$ cat src/rtl/seq_pkg.sv
`timescale 1ns/1ps
// Shared types for the paired-command sequencer.
// Assumes: command codes are abstract here; pin encodings live in seq_pin_driver.
package seq_pkg;
    typedef enum logic [2:0] {
        C_DESEL,   // idle bus
        C_RDA,     // read-activate, first slot
        C_WRA,     // write-activate, first slot
        C_LAL,     // lower-address latch, second slot
        C_MRS,     // mode-set, second slot after read-activate
        C_REF      // auto-refresh, second slot after write-activate
    } cmd_t;

    typedef enum logic [1:0] {
        S_BOOT,    // start-up wait and mode programming
        S_IDLE,    // ready for a new pair
        S_SECOND,  // second command of a pair is being registered
        S_PDOWN    // power-down pin held low
    } state_t;
endpackage

$ cat src/rtl/seq_gap_timer.sv
`timescale 1ns/1ps
// Down-counter that marks when the minimum spacing after an event has elapsed.
// Assumes: load has priority over counting; reset value sets the start-up wait.
module seq_gap_timer #(
    parameter int unsigned W         = 8,
    parameter int unsigned RESET_VAL = 199
) (
    input  logic         clk,
    input  logic         rst_n,
    input  logic         load,
    input  logic [W-1:0] load_val,
    output logic         expired
);
    logic [W-1:0] cnt_q;

    // Count down to zero, reload on request.
    always_ff @(posedge clk) begin
        if (!rst_n)             cnt_q <= W'(RESET_VAL);
        else if (load)          cnt_q <= load_val;
        else if (cnt_q != '0)   cnt_q <= cnt_q - 1'b1;
    end

    assign expired = (cnt_q == '0);
endmodule

$ cat src/rtl/seq_refresh_timer.sv
`timescale 1ns/1ps
// Free-running refresh interval counter with a sticky pending flag.
// Assumes: en stays high once start-up is done; clear marks the refresh issue.
module seq_refresh_timer #(
    parameter int unsigned PERIOD = 1560
) (
    input  logic clk,
    input  logic rst_n,
    input  logic en,
    input  logic clear,
    output logic pending
);
    localparam int unsigned CW = (PERIOD > 1) ? $clog2(PERIOD) : 1;

    logic [CW-1:0] cnt_q;
    logic          pend_q;
    logic          wrap;

    assign wrap = en && (cnt_q == CW'(PERIOD - 1));

    // Interval counter, restarts on each wrap.
    always_ff @(posedge clk) begin
        if (!rst_n || !en) cnt_q <= '0;
        else if (wrap)     cnt_q <= '0;
        else               cnt_q <= cnt_q + 1'b1;
    end

    // Pending flag: a new wrap wins over a clear in the same cycle.
    always_ff @(posedge clk) begin
        if (!rst_n)      pend_q <= 1'b0;
        else if (wrap)   pend_q <= 1'b1;
        else if (clear)  pend_q <= 1'b0;
    end

    assign pending = pend_q;
endmodule

$ cat src/rtl/seq_pin_driver.sv
`timescale 1ns/1ps
// Registers the next command onto the memory pins with its select encoding.
// Assumes: the caller zeroes bank and address for deselect.
module seq_pin_driver
    import seq_pkg::*;
#(
    parameter int unsigned BANK_W = 2,
    parameter int unsigned ADDR_W = 15
) (
    input  logic              clk,
    input  logic              rst_n,
    input  cmd_t              cmd_i,
    input  logic [BANK_W-1:0] ba_i,
    input  logic [ADDR_W-1:0] addr_i,
    output logic              cs_n_o,
    output logic              fn_o,
    output logic [BANK_W-1:0] ba_o,
    output logic [ADDR_W-1:0] addr_o
);
    logic cs_n_d, fn_d;

    // Map the abstract command onto the two select pins.
    always_comb begin
        unique case (cmd_i)
            C_RDA:   begin cs_n_d = 1'b0; fn_d = 1'b1; end
            C_WRA:   begin cs_n_d = 1'b0; fn_d = 1'b0; end
            C_LAL:   begin cs_n_d = 1'b1; fn_d = 1'b1; end
            C_MRS:   begin cs_n_d = 1'b0; fn_d = 1'b0; end
            C_REF:   begin cs_n_d = 1'b0; fn_d = 1'b0; end
            default: begin cs_n_d = 1'b1; fn_d = 1'b0; end
        endcase
    end

    // Pin register stage.
    always_ff @(posedge clk) begin
        if (!rst_n) begin
            cs_n_o <= 1'b1;
            fn_o   <= 1'b0;
            ba_o   <= '0;
            addr_o <= '0;
        end else begin
            cs_n_o <= cs_n_d;
            fn_o   <= fn_d;
            ba_o   <= ba_i;
            addr_o <= addr_i;
        end
    end
endmodule

$ cat src/rtl/pair_cmd_sequencer.sv
`timescale 1ns/1ps
// Front end for a paired-command DRAM: start-up mode programming, user pairs,
// distributed auto-refresh and power-down control.
// Assumes: req_* held stable while req_valid is high and req_ready low;
// pd_req is a level; all commands leave through one register stage.
module pair_cmd_sequencer
    import seq_pkg::*;
#(
    parameter int unsigned BANK_W      = 2,
    parameter int unsigned ROW_W       = 15,
    parameter int unsigned COL_W       = 7,
    parameter int unsigned INIT_CYCLES = 200,
    parameter int unsigned RC_CYCLES   = 5,
    parameter int unsigned REFI_CYCLES = 1560,
    parameter int unsigned PDX_CYCLES  = 2,
    parameter logic [ROW_W-1:0] MR_VALUE  = 15'h0032,
    parameter logic [ROW_W-1:0] EMR_VALUE = 15'h0000
) (
    input  logic              clk,
    input  logic              rst_n,
    input  logic              req_valid,
    output logic              req_ready,
    input  logic [1:0]        req_op,
    input  logic [BANK_W-1:0] req_bank,
    input  logic [ROW_W-1:0]  req_row,
    input  logic [COL_W-1:0]  req_col,
    input  logic              pd_req,
    output logic              init_done,
    output logic              dram_cs_n,
    output logic              dram_fn,
    output logic [BANK_W-1:0] dram_ba,
    output logic [ROW_W-1:0]  dram_addr,
    output logic              dram_pd_n
);
    localparam int unsigned GAP_MAX0 = (RC_CYCLES > PDX_CYCLES) ? RC_CYCLES : PDX_CYCLES;
    localparam int unsigned GAP_MAX  = (INIT_CYCLES > GAP_MAX0) ? INIT_CYCLES : GAP_MAX0;
    localparam int unsigned GAP_W    = $clog2(GAP_MAX + 1);
    localparam logic [GAP_W-1:0] RC_LOAD  = GAP_W'(RC_CYCLES - 1);
    localparam logic [GAP_W-1:0] PDX_LOAD = GAP_W'((PDX_CYCLES > 0) ? PDX_CYCLES - 1 : 0);

    state_t             state_q;
    logic [1:0]         boot_step_q;
    logic               init_done_q;
    logic               pd_n_q;
    cmd_t               sec_cmd_q;
    logic [BANK_W-1:0]  sec_ba_q;
    logic [ROW_W-1:0]   sec_addr_q;

    logic               gap_ok, ref_pending;
    logic               boot_done, boot_go, start_ref, start_user, enter_pd, exit_pd;
    logic               gap_load;
    logic [GAP_W-1:0]   gap_val;
    cmd_t               cmd_d;
    logic [BANK_W-1:0]  ba_d;
    logic [ROW_W-1:0]   addr_d;
    logic [BANK_W-1:0]  mode_ba;
    logic [ROW_W-1:0]   mode_val;

    // Decide which event may start this cycle.
    always_comb begin
        boot_done  = (boot_step_q == 2'd2);
        boot_go    = (state_q == S_BOOT) && gap_ok;
        start_ref  = (state_q == S_IDLE) && gap_ok && init_done_q && ref_pending;
        enter_pd   = (state_q == S_IDLE) && gap_ok && init_done_q && !ref_pending && pd_req;
        req_ready  = (state_q == S_IDLE) && gap_ok && init_done_q && !ref_pending && !pd_req;
        start_user = req_valid && req_ready;
        exit_pd    = (state_q == S_PDOWN) && (!pd_req || ref_pending);
        mode_ba    = boot_step_q[0] ? BANK_W'(1) : '0;
        mode_val   = boot_step_q[0] ? EMR_VALUE : MR_VALUE;
    end

    // Choose the command for the pin register and the next gap to wait.
    always_comb begin
        cmd_d    = C_DESEL;
        ba_d     = '0;
        addr_d   = '0;
        gap_load = 1'b0;
        gap_val  = RC_LOAD;
        if (state_q == S_SECOND) begin
            cmd_d  = sec_cmd_q;
            ba_d   = sec_ba_q;
            addr_d = sec_addr_q;
        end else if (boot_go) begin
            cmd_d    = C_RDA;
            ba_d     = mode_ba;
            addr_d   = mode_val;
            gap_load = 1'b1;
        end else if (start_ref) begin
            cmd_d    = C_WRA;
            gap_load = 1'b1;
        end else if (start_user) begin
            cmd_d    = (req_op == 2'b01) ? C_WRA : C_RDA;
            ba_d     = req_bank;
            addr_d   = req_row;
            gap_load = 1'b1;
        end else if (exit_pd) begin
            gap_load = 1'b1;
            gap_val  = PDX_LOAD;
        end
    end

    // Sequencer state, start-up progress and the held second command.
    always_ff @(posedge clk) begin
        if (!rst_n) begin
            state_q     <= S_BOOT;
            boot_step_q <= 2'd0;
            init_done_q <= 1'b0;
            pd_n_q      <= 1'b1;
            sec_cmd_q   <= C_DESEL;
            sec_ba_q    <= '0;
            sec_addr_q  <= '0;
        end else begin
            unique case (state_q)
                S_BOOT: if (boot_go) begin
                    state_q     <= S_SECOND;
                    boot_step_q <= boot_step_q + 2'd1;
                    sec_cmd_q   <= C_MRS;
                    sec_ba_q    <= mode_ba;
                    sec_addr_q  <= mode_val;
                end
                S_IDLE: if (start_ref) begin
                    state_q    <= S_SECOND;
                    sec_cmd_q  <= C_REF;
                    sec_ba_q   <= '0;
                    sec_addr_q <= '0;
                end else if (enter_pd) begin
                    state_q <= S_PDOWN;
                    pd_n_q  <= 1'b0;
                end else if (start_user) begin
                    state_q    <= S_SECOND;
                    sec_cmd_q  <= req_op[1] ? C_MRS : C_LAL;
                    sec_ba_q   <= req_bank;
                    sec_addr_q <= req_op[1] ? req_row : ROW_W'(req_col);
                end
                S_SECOND: begin
                    state_q <= boot_done ? S_IDLE : S_BOOT;
                    if (boot_done) init_done_q <= 1'b1;
                end
                S_PDOWN: if (exit_pd) begin
                    state_q <= S_IDLE;
                    pd_n_q  <= 1'b1;
                end
                default: state_q <= S_IDLE;
            endcase
        end
    end

    seq_gap_timer #(.W(GAP_W), .RESET_VAL(INIT_CYCLES - 1)) u_gap (
        .clk(clk), .rst_n(rst_n), .load(gap_load), .load_val(gap_val), .expired(gap_ok)
    );

    seq_refresh_timer #(.PERIOD(REFI_CYCLES)) u_refi (
        .clk(clk), .rst_n(rst_n), .en(init_done_q), .clear(start_ref), .pending(ref_pending)
    );

    seq_pin_driver #(.BANK_W(BANK_W), .ADDR_W(ROW_W)) u_pins (
        .clk(clk), .rst_n(rst_n), .cmd_i(cmd_d), .ba_i(ba_d), .addr_i(addr_d),
        .cs_n_o(dram_cs_n), .fn_o(dram_fn), .ba_o(dram_ba), .addr_o(dram_addr)
    );

    assign init_done = init_done_q;
    assign dram_pd_n = pd_n_q;
endmodule

$ cat config.mk
export PLATFORM = sky130hd
export DESIGN_NAME = pair_cmd_sequencer
export DESIGN_NICKNAME = d
export VERILOG_FILES = /design/src/rtl/seq_pkg.sv /design/src/rtl/seq_gap_timer.sv /design/src/rtl/seq_refresh_timer.sv /design/src/rtl/seq_pin_driver.sv /design/src/rtl/pair_cmd_sequencer.sv
export SDC_FILE = /design/constraint.sdc
export NUM_CORES = 1
export LEC_CHECK = 0
export ABC_AREA = 0
export ABC_CLOCK_PERIOD_IN_PS = 2900
export BUFFER_PORTS_ARGS = -buffer_cell sky130_fd_sc_hd__buf_4
export CORE_UTILIZATION = 35
export DETAILED_ROUTE_END_ITERATION = 10
export HOLD_SLACK_MARGIN = 0.02
export SYNTH_ARGS = -nofsm -noshare
export SYNTH_HDL_FRONTEND = slang
export SYNTH_SLANG_ARGS = --single-unit
export TNS_END_PERCENT = 50
$ cat constraint.sdc
create_clock -name clk -period 2.9 [get_ports clk]
set_input_delay 0.145 -clock clk [delete_from_list [all_inputs] [get_ports clk]]
set_output_delay 0.145 -clock clk [all_outputs]
set_load 0.05 [all_outputs]
======== Word level (Yosys, flattened, before mapping) ========
Cells that the tools add are included.
storage, ports and cells
  bits in registers ....................... 65
  latch bits .............................. 0
  memory bits (writable) .................. 0
  ROM bits ................................ 0
  bits of input ports ..................... 30
  output and inout bits ................... 22
  word-level logic and storage cells ...... 125
  memories ................................ 0
cells by class
  add/subtract/negate cells ............... 3
  multiply operators ...................... 0
  divide/modulo/power cells ............... 0
  order comparisons ....................... 0
  equality and inequality tests ........... 18
  shifts and indexed selects .............. 0
  multiplexer cells ....................... 59
  bitwise logic cells ..................... 0
  reductions and logical operators ........ 31
operators with widths
  kind                                                                 count
  15-bit 2-to-1 mux                                                    9
  2-bit 2-to-1 mux                                                     17
  3-bit 2-to-1 mux                                                     11
  15-bit one-hot mux with 2 select lines                               1
  8-bit 2-to-1 mux                                                     2
  1-bit 2-to-1 mux                                                     14
  11-bit by 1-bit adder with 11-bit output (second input constant)     1
  11-bit == test (second input constant)                               1
  1-bit logical AND                                                    10
  8-bit zero test                                                      1
  2-bit inequality test (second input constant)                        4
  2-bit one-hot mux with 4 select lines                                1
  4-bit AND reduction                                                  2
  2-bit nonzero test                                                   4
  8-bit nonzero test                                                   1
  8-bit by 1-bit subtractor with 8-bit output (second input constant)  1
  2-bit == test (second input constant)                                3
  3-bit by 2-bit == test with 1-bit output (second input constant)     2
  3-bit == test (second input constant)                                2
  6-bit 2-to-1 mux                                                     1
  3-bit inequality test (second input constant)                        2
  3-bit one-hot mux with 2 select lines                                1
  2-bit by 1-bit == test with 1-bit output (second input constant)     2
  1-bit zero test                                                      4
  other kinds (11)                                                     14

======== Longest topological paths before layout ========
  depth after elaboration ................. 13
  depth in mapped cells ................... 9
  mapped depth without buffers ............ 7

======== By module ========
From an unflattened synthesis, not the netlist that was laid out.
unflattened totals
  cell total of the unflattened synthesis .. 307
  area, all modules ....................... 2936.6 um2
by module, submodules not included
  module              instances  cells an instance  area each (um2)  seq. area each (um2)
  pair_cmd_sequencer  1          154                1421.4           520.5
  seq_refresh_timer   1          59                 548.0            240.2
  seq_pin_driver      1          42                 518.0            380.4
  seq_gap_timer       1          52                 449.2            160.2

======== Worst setup path before layout ========
Ideal clock, no wire load.
  path type ............................... flip-flop to output port
  start ................................... register u_gap.cnt_q[0]
  end ..................................... output req_ready
  data arrival time ....................... 2.730 ns
  data required time ...................... 2.755 ns
  slack ................................... 0.025 ns
  stages on the path, launching flop included .. 8
  path buffers ............................ 1
  cell sequence ........................... dfxtp_1 inv_1 ha_1 or3b_2 nor2_1 clkbuf_1 nand3_1 nor3_1
on the way
  cells in the longest elaborated chain, start to end .. 5
RTL lines
  item                             RTL line                  source
  start: declaration               seq_gap_timer.sv:14       logic [W-1:0] cnt_q;
  start signal: assignment         seq_gap_timer.sv:18       if (!rst_n) cnt_q <= W'(RESET_VAL);
  start signal: assignment         seq_gap_timer.sv:19       else if (load) cnt_q <= load_val;
  start signal: assignment         seq_gap_timer.sv:20       else if (cnt_q != '0) cnt_q <= cnt_q - 1'b1;
  8-bit zero test                  seq_gap_timer.sv:23       assign expired = (cnt_q == '0);
  1-bit logical AND (4 in series)  pair_cmd_sequencer.sv:65  req_ready = (state_q == S_IDLE) && gap_ok && init_done_q && !ref_pending && !pd_req;
  end: declaration                 pair_cmd_sequencer.sv:22  output logic req_ready,
Every way passes these cells.

======== Worst setup path in the final report ========
Same ends and word-level chain as after synthesis.

==> results.json <==
{
  "antenna_violating_nets_post_route": 0,
  "switching_fraction_of_total_power": 0.231,
  "synth_async_sr_flop_share": 0,
  "number_of_buffers_on_the_longest_clock_path": 2,
  "layout.nets": 422,
  "wire_per_inst_um": 13.6,
  "switchingPower_w": 0.000430,
  "clkPwrFrac": 0.470,
  "placed_cells": 475,
  "postSynthNetCount": 370,
  "clock_tree.htree_level_count": 3,
  "number_of_antenna_violations_at_the_first_check_in_global_routing": 0,
  "worstReg2RegStart": "u_gap.cnt_q[0]",
  "synth-seq-cells": 65,
  "utilization": 0.462,
  "crit_buf_inv": 2,
  "pin_count_of_the_biggest_net_entering_global_routing": 41,
  "rrSetupSlack_ns": 0.40,
  "dominantRegCellSynth": "dfxtp_1",
  "drv_cap": 0,
  "syn_inst": 336,
  "worst_skew_pair.late_latency_ns": 0.34,
  "power.share.sequential": 0.483,
  "routabilityCongestion": 0.882,
  "grt_first_pass_wirelength_um": 11300,
  "cts_resized": 0,
  "setup_violations": 0,
  "num_vias": 2537,
  "unrepaired_setup_endpoints_after_global_routing": "false",
  "tritoncts": "built",
  "drt_pass_1_iters": 4,
  "instances_no_fill": 495,
  "syn-mean-instance-area_um2": 8.45,
  "num_rows": 32,
  "pre_cts_slack_ns": 0.430,
  "synth_cell_types": 48,
  "power.internal_w": 0.00143,
  "worstSetupPathType": "flop to output port",
  "clock_sinks": 65,
  "min_from": "req_row[7]",
  "edff_count_synth": 0,
  "worst_clock_skew_ns": 0.00928,
  "clock.fmax_ghz": 0.377,
  "globalRouteOverflowTotal": 0,
  "drtIter0Drc": 176,
  "setup-tns-final_ns": 0,
  "globalRouteTotalUtil": 0.169,
  "dp.final_hpwl_um": 4580,
  "detail_route.wirelength_um": 6720,
  "worst_path_largest_cell_delay_ns": 0.50,
  "drt_drc_violations_left": 0,
  "actual_transition_at_the_worst_max_transition_pin_ns": 0.614,
  "fin_ws_ns": 0.250,
  "chipHeight_um": 92.0,
  "reg2regPathDepth": 8,
  "buffer_ports.inserted": 51,
  "worst_setup_path_end_kind": "output port",
  "critical-path-slowest-cell": "or3b_2",
  "timing.critical_path.to": "req_ready",
  "timing.critical_path.arrival_ns": 2.51,
  "slew_headroom": 0.590,
  "synth_sequential_area_ratio": 0.459,
  "synth_area_um2": 2840,
  "floorplan.io_pins": 52,
  "fp.dieArea_um2": 8470,
  "clk_pin_slew_ns": 0.08,
  "vdd_ir_drop_max_v": 0.000264,
  "crit_path_cell_trace": "inv_1, ha_1, or3b_2, nor2_1, nand3_1, nor3_1, buf_4",
  "die_width_um": 92.0,
  "run_status": "complete, no violations",
  "synthToLayoutAreaGrowth_pct": 26.3,
  "power.combinational.fraction": 0.047,
  "worst-path-stages": 7,
  "clk_root_buffer_cell": "clkbuf_8",
  "final_hold_viol_count": 0,
  "initial_core_util": 0.365,
  "min-delay-path-class": "primary input to flop",
  "reported_leakage_power_nw": 1.41,
  "yosysWarnings": 0,
  "antenna_cells_inserted": 0,
  "powerDensity_nw_per_um2": 519,
  "critPathTopFamily": "simple AND/OR/NAND/NOR gates",
  "type_of_origin_of_the_critical_path": "flop",
  "cts_inserted_buffers": 9,
  "final-max-slew-violation-count": 0,
  "critical_path.reg2reg.endpoint": "sec_addr_q[14]",
  "vias_in_the_first_global_route": 2402,
  "routed_via_density": 5.13,
  "critPathLaunch": "u_gap.cnt_q[0]",
  "critical_path.max_fanout": 7,
  "fraction_of_final_layout_cells_sized_beyond_drive_strength_1": 0.206,
  "endpoint_required_time_on_the_critical_path_ns": 2.76,
  "min_period_over_period": 0.914,
  "min_period_ns": 2.65,
  "fp.coreArea_um2": 7770
}
[layout make-up]
cell class / instances / area [um^2]
well taps: 102 / 128
clock buffers: 9 / 124
repair buffers: 62 / 475
inverters: 6 / 22.5
fillers: 795 / 4180
multi-input cells: 244 / 1430
flip-flops and latches: 65 / 1300
clock inverters: 7 / 101
[worst min path at each step]
stage,to,depth (start not counted)
floorplan,sec_addr_q[0],1
detailed placement,sec_addr_q[2],2
global placement,sec_addr_q[0],2
finish,u_pins.addr_o[7],3
global route,sec_addr_q[9],3
CTS,u_pins.addr_o[7],3
[routing by layer]
| layer | track usage | vias up | wire length [um] |
|---|---|---|---|
| met5 | 0 | - | 0 |
| met4 | 0.0404 | 0 | 85 |
| met3 | 0.0522 | 8 | 287 |
| met2 | 0.271 | 47 | 3170 |
| met1 | 0.221 | 1187 | 3180 |
| li1 | - | 1295 | - |
[cell families after synthesis]
family          Yosys count  share of synthesized area
mux                       4                     0.0141
flops                    65                      0.459
buf+inv                  27                     0.0388
compound gates           87                      0.198
fa+ha+maj                 4                     0.0176
xor+xnor                 12                     0.0370
simple gates            137                      0.235
[through the flow]
stage | instance area [um^2] | total power (W) | hold slack, ns
CTS | 3580 | 0.00189 | 0.0355
global route | 3580 | 0.00194 | 0.0443
floorplan | 2840 | 0.000957 | 0.255
finish | 3580 | 0.00186 | 0.0460
detailed placement | 3320 | 0.00100 | 0.359
global placement | 3320 | 0.00100 | 0.352
[registers in the layout (all words and copies together) (netlist names), 2 cells and up]
register / cells
sec_addr_q: 15
u_pins.addr_o: 15
u_refi.cnt_q: 11
u_gap.cnt_q: 8
sec_cmd_q: 3
boot_step_q: 2
sec_ba_q: 2
state_q: 2
u_pins.ba_o: 2
[synth_stat cells, types with 2 or more instances]
master | instances | area, um^2
xnor2_1 | 4 | 35.0
o21a_1 | 2 | 15.0
ha_1 | 4 | 50.1
nor2_1 | 42 | 158
nor3_1 | 5 | 25.0
buf_2 | 4 | 20.0
o31ai_1 | 3 | 22.5
a31oi_1 | 2 | 12.5
nand2b_1 | 4 | 25.0
a21oi_1 | 20 | 100
mux2i_1 | 4 | 40.0
a22oi_1 | 13 | 97.6
xor2_1 | 8 | 70.1
or3_1 | 7 | 43.8
o21ai_0 | 19 | 95.1
nand4_1 | 3 | 18.8
nor4b_1 | 2 | 17.5
inv_1 | 5 | 18.8
nand3b_1 | 2 | 15.0
nand2_1 | 40 | 150
o221a_1 | 3 | 33.8
a21o_1 | 7 | 52.6
nor4_1 | 2 | 12.5
and3_1 | 2 | 12.5
nor2b_1 | 5 | 31.3
o32ai_1 | 2 | 17.5
nand3_1 | 14 | 70.1
clkbuf_1 | 16 | 60.1
dfxtp_1 | 65 | 1300
o22ai_1 | 9 | 56.3
[worst min-delay path, cell delays in order]
cell,delay (ns)
buf_4,0.08
a22oi_1,0.05
nor2_1,0.07
[what timing repair did]
action | CTS | global route
hold buffers | 4 | 0
endpoints found under the hold margin | 4 | 0
setup buffers | 0 | 0
[layout by cell type (no fill, tap or decap), types with 7 or more instances in the layout]
master	count
a21o_1	7
buf_4	58
o22ai_1	9
nand3_1	14
o21ai_0	19
nor2_1	42
clkbuf_8	9
xor2_1	8
or3_1	7
dfxtp_1	65
a21oi_1	20
a22oi_1	13
nand2_1	40
[power groups by stage]
stage	clock, W	sequential [W]	combinational [W]
2_1_floorplan	0	0.000919	0.0000380
3_3_place_gp	0	0.000920	0.0000823
3_5_place_dp	0	0.000920	0.0000831
4_1_cts	0.000900	0.000899	0.0000877
5_1_grt	0.000940	0.000900	0.0000965
6_report	0.000874	0.000900	0.0000870
No activity file was read; power rests on OpenSTA's default activity.
